`src/rtl/gec_pkg.sv`:
```
package gec_pkg;

  // Index of each error counter kind.
  localparam int KIND_EXP0 = 0;
  localparam int KIND_EXP1 = 1;
  localparam int KIND_ANY  = 2;
  localparam int NUM_KINDS = 3;

  // Which error counters a compared bit advances.
  function automatic logic [NUM_KINDS-1:0] miss_vec(input logic cmp,
                                                     input logic rx,
                                                     input logic exp);
    logic m;
    m = cmp & (rx ^ exp);
    miss_vec = '0;
    miss_vec[KIND_EXP0] = m & ~exp;
    miss_vec[KIND_EXP1] = m & exp;
    miss_vec[KIND_ANY]  = m;
  endfunction

  // True when idx is the last position of a run of size entries.
  function automatic logic at_last(input int unsigned idx,
                                   input int unsigned size);
    at_last = (idx == size - 1);
  endfunction

endpackage

```
`src/rtl/gec_sat_cnt.sv`:
```
module gec_sat_cnt #(
  parameter int W = 32
) (
  input  logic         clk,
  input  logic         rst_n,
  input  logic         clr,
  input  logic         inc,
  output logic [W-1:0] value
);
  localparam logic [W-1:0] TOP = '1;

  always_ff @(posedge clk or negedge rst_n) begin
    if (!rst_n)
      value <= '0;
    else if (clr)
      value <= '0;
    else if (inc && value != TOP)
      value <= value + W'(1);
  end
endmodule

```
`src/rtl/gec_blank.sv`:
```
module gec_blank
  import gec_pkg::*;
#(
  parameter int UNIT_BITS  = 512,
  parameter int REARM_BITS = 2560
) (
  input  logic clk,
  input  logic rst_n,
  input  logic clr,
  input  logic vld,
  input  logic gate,
  output logic blank_now,
  output logic span_close
);
  localparam int UW = $clog2(UNIT_BITS);
  localparam int RW = $clog2(REARM_BITS + 1);
  localparam logic [RW-1:0] REARM_FULL = RW'(REARM_BITS);

  logic          in_span;
  logic [UW-1:0] unit_idx;
  logic [RW-1:0] rearm_cnt;
  logic          armed;

  assign armed      = (rearm_cnt == REARM_FULL);
  assign blank_now  = vld & (in_span | (gate & armed));
  assign span_close = blank_now & ~gate & at_last(int'(unit_idx), UNIT_BITS);

  always_ff @(posedge clk or negedge rst_n) begin
    if (!rst_n) begin
      in_span   <= 1'b0;
      unit_idx  <= '0;
      rearm_cnt <= REARM_FULL;
    end else if (clr) begin
      in_span   <= 1'b0;
      unit_idx  <= '0;
      rearm_cnt <= REARM_FULL;
    end else if (vld) begin
      if (blank_now) begin
        unit_idx <= unit_idx + UW'(1);
        in_span  <= ~span_close;
        if (span_close)
          rearm_cnt <= '0;
      end else if (!armed) begin
        rearm_cnt <= rearm_cnt + RW'(1);
      end
    end
  end
endmodule

```
`src/rtl/gec_seg_flag.sv`:
```
module gec_seg_flag
  import gec_pkg::*;
#(
  parameter int SEG_BITS   = 128,
  parameter int PULSE_CLKS = 128
) (
  input  logic clk,
  input  logic rst_n,
  input  logic clr,
  input  logic vld,
  input  logic miss,
  output logic seg_fire,
  output logic err_pulse
);
  localparam int SW = $clog2(SEG_BITS);
  localparam int PW = $clog2(PULSE_CLKS + 1);

  logic [SW-1:0] pos;
  logic          hit_q;
  logic          seg_last;
  logic [PW-1:0] left_q;

  assign seg_last  = vld & at_last(int'(pos), SEG_BITS);
  assign seg_fire  = seg_last & (hit_q | miss);
  assign err_pulse = (left_q != '0);

  always_ff @(posedge clk or negedge rst_n) begin
    if (!rst_n) begin
      pos    <= '0;
      hit_q  <= 1'b0;
      left_q <= '0;
    end else if (clr) begin
      pos    <= '0;
      hit_q  <= 1'b0;
      left_q <= '0;
    end else begin
      if (vld) begin
        pos   <= pos + SW'(1);
        hit_q <= seg_last ? 1'b0 : (hit_q | miss);
      end
      if (seg_fire)
        left_q <= PW'(PULSE_CLKS);
      else if (left_q != '0)
        left_q <= left_q - PW'(1);
    end
  end
endmodule

```
`src/rtl/gated_err_counter.sv`:
```
module gated_err_counter
  import gec_pkg::*;
#(
  parameter int CNT_W      = 32,
  parameter int ERR_W      = 32,
  parameter int UNIT_BITS  = 512,
  parameter int SEG_BITS   = 128,
  parameter int PULSE_CLKS = 128,
  parameter int REARM_BITS = 2560
) (
  input  logic             clk,
  input  logic             rst_n,
  input  logic             clr,
  input  logic             bit_vld,
  input  logic             rx_bit,
  input  logic             exp_bit,
  input  logic             gate,
  output logic [CNT_W-1:0] bits_cmp,
  output logic [ERR_W-1:0] err_exp0,
  output logic [ERR_W-1:0] err_exp1,
  output logic [ERR_W-1:0] err_all,
  output logic             err_pulse
);
  // Named internal events, shared with the bound checker.
  logic                 blank_now;
  logic                 span_close;
  logic                 cmp_bit;
  logic [NUM_KINDS-1:0] miss_k;
  logic                 seg_fire;
  logic [ERR_W-1:0]     err_val [NUM_KINDS];

  gec_blank #(
    .UNIT_BITS (UNIT_BITS),
    .REARM_BITS(REARM_BITS)
  ) u_blank (
    .clk       (clk),
    .rst_n     (rst_n),
    .clr       (clr),
    .vld       (bit_vld),
    .gate      (gate),
    .blank_now (blank_now),
    .span_close(span_close)
  );

  assign cmp_bit = bit_vld & ~blank_now;
  assign miss_k  = miss_vec(cmp_bit, rx_bit, exp_bit);

  gec_sat_cnt #(.W(CNT_W)) u_bits (
    .clk  (clk),
    .rst_n(rst_n),
    .clr  (clr),
    .inc  (cmp_bit),
    .value(bits_cmp)
  );

  for (genvar k = 0; k < NUM_KINDS; k++) begin : g_err
    gec_sat_cnt #(.W(ERR_W)) u_err (
      .clk  (clk),
      .rst_n(rst_n),
      .clr  (clr),
      .inc  (miss_k[k]),
      .value(err_val[k])
    );
  end

  assign err_exp0 = err_val[KIND_EXP0];
  assign err_exp1 = err_val[KIND_EXP1];
  assign err_all  = err_val[KIND_ANY];

  gec_seg_flag #(
    .SEG_BITS  (SEG_BITS),
    .PULSE_CLKS(PULSE_CLKS)
  ) u_seg (
    .clk      (clk),
    .rst_n    (rst_n),
    .clr      (clr),
    .vld      (bit_vld),
    .miss     (miss_k[KIND_ANY]),
    .seg_fire (seg_fire),
    .err_pulse(err_pulse)
  );
endmodule

```
`config.mk`:
```
export PLATFORM = sky130hd
export DESIGN_NAME = gated_err_counter
export DESIGN_NICKNAME = d
export VERILOG_FILES = /design/src/rtl/gec_pkg.sv /design/src/rtl/gec_sat_cnt.sv /design/src/rtl/gec_blank.sv /design/src/rtl/gec_seg_flag.sv /design/src/rtl/gated_err_counter.sv
export SDC_FILE = /design/constraint.sdc
export NUM_CORES = 1
export LEC_CHECK = 0
export BUFFER_PORTS_ARGS = -buffer_cell sky130_fd_sc_hd__buf_2
export CAP_MARGIN = 25
export CORE_MARGIN = 5
export CORE_UTILIZATION = 45
export DETAILED_ROUTE_END_ITERATION = 10
export GPL_TIMING_DRIVEN = 0
export PLACE_DENSITY = 0.65
export SLEW_MARGIN = 25
export SYNTH_ARGS = -nofsm -noshare
export SYNTH_HDL_FRONTEND = slang
export SYNTH_HIERARCHICAL = 1
export SYNTH_SLANG_ARGS = --single-unit
```
`constraint.sdc`:
```
create_clock -name clk -period 7.9 [get_ports clk]
set_clock_uncertainty 0.15 [all_clocks]
set_input_delay 1.58 -clock clk [delete_from_list [all_inputs] [get_ports clk]]
set_output_delay 1.58 -clock clk [all_outputs]
set_load 0.005 [all_outputs]
```
==> results.json <==
{
  "antenna_left": 0,
  "syn_area_um2": 9590,
  "p_switching_mw": 0.644,
  "first_global_vias": 8015,
  "reg2reg_depth": 13,
  "grt_first_pass_wirelength_mm": 41.0,
  "ctsResizeCount": 0,
  "seqPwrFrac": 0.445,
  "grt_setup_unrepaired": "false",
  "whs_ps": 363,
  "globalRouteOverflowTotal": 0,
  "wire_per_inst_um": 16.8,
  "placed_area_um2": 10600,
  "crit_top_cell": "buf_2",
  "vias": 8324,
  "setup_tns_ps": 0,
  "ir_worst_vdd_mv": 0.143,
  "fillCellCount": 1989,
  "p_int_mw": 1.48,
  "port_buffers": 135,
  "end_kind": "register",
  "finalHoldViolations": 0,
  "drive_above_1_share": 0.211,
  "clockBufferDepth": 2,
  "cp_slowest_cell": "a21oi_1",
  "max_stage_delay_ps": 720,
  "start_kind": "input port",
  "syn_inst": 1022,
  "crit_chain": "buf_2 > and2_1 > a41oi_2 > inv_1 > nand2b_1 > a21oi_1 > and3_1 > nand4_1 > a21o_1 > buf_2 > nor4_1 > mux2_2",
  "via_per_inst": 5.68,
  "die_w_um": 156,
  "diodes": 0,
  "core_area_um2": 21000,
  "place.gp.congestion": 0.847,
  "pre_cts_ws_ps": 2680,
  "die_area_um2": 24300,
  "final_common_cell": "dfrtp_1",
  "post-route-period-util": 0.611,
  "cp.arrival_ps": 4990,
  "p_clk_frac": 0.380,
  "combPwrFrac": 0.176,
  "critPathMaxFanout": 10,
  "cts_root_buf": "clkbuf_16",
  "tightest_slew_ps": 857,
  "maxSlewViolCount": 0,
  "die_y_um": 156,
  "synth_area_per_cell_um2": 9.39,
  "grt_max_degree": 85,
  "maxCapViolCount": 0,
  "nets": 1195,
  "htree_levels": 4,
  "hpwl_mm": 17.6,
  "placementRows": 53,
  "path_class": "in -> reg",
  "cts_tree": "done",
  "leakagePower_nw": 4.92,
  "mostFrequentLayoutCells": "164 x dfrtp_1, 141 x buf_2, 121 x nor2_1, 64 x nand2_1, 62 x a21oi_1",
  "cts_sinks": 166,
  "finish.instance_area_um2": 11200,
  "post_cts_buffers": 0,
  "setup_viol": 0,
  "setup_ws_ps": 3070,
  "power_density_nw_per_um2": 189,
  "hold_buffers": 0,
  "status": "finished, final reports clean",
  "clkTransAtPathRegs_ps": 60,
  "worstPathRequired_ps": 8060,
  "drtIter0Drc": 440,
  "globalRouteTotalUtil": 0.204,
  "initial_core_util": 0.456,
  "holdCritPathClass": "reg -> reg",
  "switching_share": 0.303,
  "cts_buffers": 17,
  "syn_nets": 1040,
  "slew_headroom": 0.428,
  "area_delta_synth_final_pct": 16.9,
  "fin_crit_ps": 4830,
  "io_pins": 136,
  "ys_warn_count": 6,
  "holdPathStages": 1,
  "finish.utilization": 0.533,
  "clock_latency_ps": 430,
  "routed_wl_mm": 24.6,
  "firstDrtPassIters": 7,
  "max_freq_ghz": 0.207,
  "drc": 0,
  "antenna_found_initial": 0
}
power by group through the flow:
stage | logic (mW) | registers, mW | clock network, mW
floorplan | 0.267 | 0.949 | 0
global placement | 0.363 | 0.959 | 0
detailed placement | 0.370 | 0.959 | 0
CTS | 0.371 | 0.944 | 0.828
global route | 0.418 | 0.951 | 0.861
finish | 0.373 | 0.945 | 0.807
worst max-delay path, delay by kind of cell:
| family | cells | cell delay [ps] |
|---|---|---|
| AOI/OAI and AO/OA | 3 | 1250 |
| buffers and inverters | 3 | 430 |
| muxes | 1 | 370 |
| and+or+nand+nor | 5 | 1340 |
area by class of cell:
type                            instances  area (µm²)  area share
Timing Repair Buffer                  136         713      0.0636
Inverter                               38         143      0.0127
Clock buffer                           18         439      0.0392
Buffer                                 33         159      0.0142
Clock inverter                         14         126      0.0113
Tap cell                              275         344      0.0307
Sequential cell                       166        4160       0.371
Multi-Input combinational cell        785        5130       0.458
final timing paths:
path                                             to            startpoint  slack (ps)
setup / recovery           g_err[2].u_err/value[31]               bit_vld        3070
min in group asynchronous          u_bits/value[20]                 rst_n        1000
max in group asynchronous      u_blank/rearm_cnt[9]                 rst_n        5730
setup reg to reg           g_err[2].u_err/value[31]  u_blank/rearm_cnt[0]        3780
hold reg to reg                         u_seg/hit_q          u_seg/pos[6]         360
hold / removal                          u_seg/hit_q          u_seg/pos[6]         360
metal layers:
layer	wire [µm]	up-vias	GRT usage	part of all wire
met4	248	0	0.0475	0.010
li1	-	4058	-	-
met1	11800	4083	0.280	0.48
met2	11400	164	0.329	0.46
met3	1160	19	0.0455	0.047
met5	0	-	0	0
per-stage QoR:
stage | total power [mW] | cells
global placement | 1.32 | 1432
finish | 2.12 | 1465
CTS | 2.14 | 1465
detailed placement | 1.33 | 1433
floorplan | 1.22 | 1022
global route | 2.23 | 1465
registers in the layout, indices dropped and copies added (netlist names):
register,flops
g_err.u_err/value,96
u_bits/value,32
u_blank/in_span,1
u_blank/rearm_cnt,12
u_blank/unit_idx,9
u_seg/hit_q,1
u_seg/left_q,8
u_seg/pos,7
(Power assumes the default switching activity.)
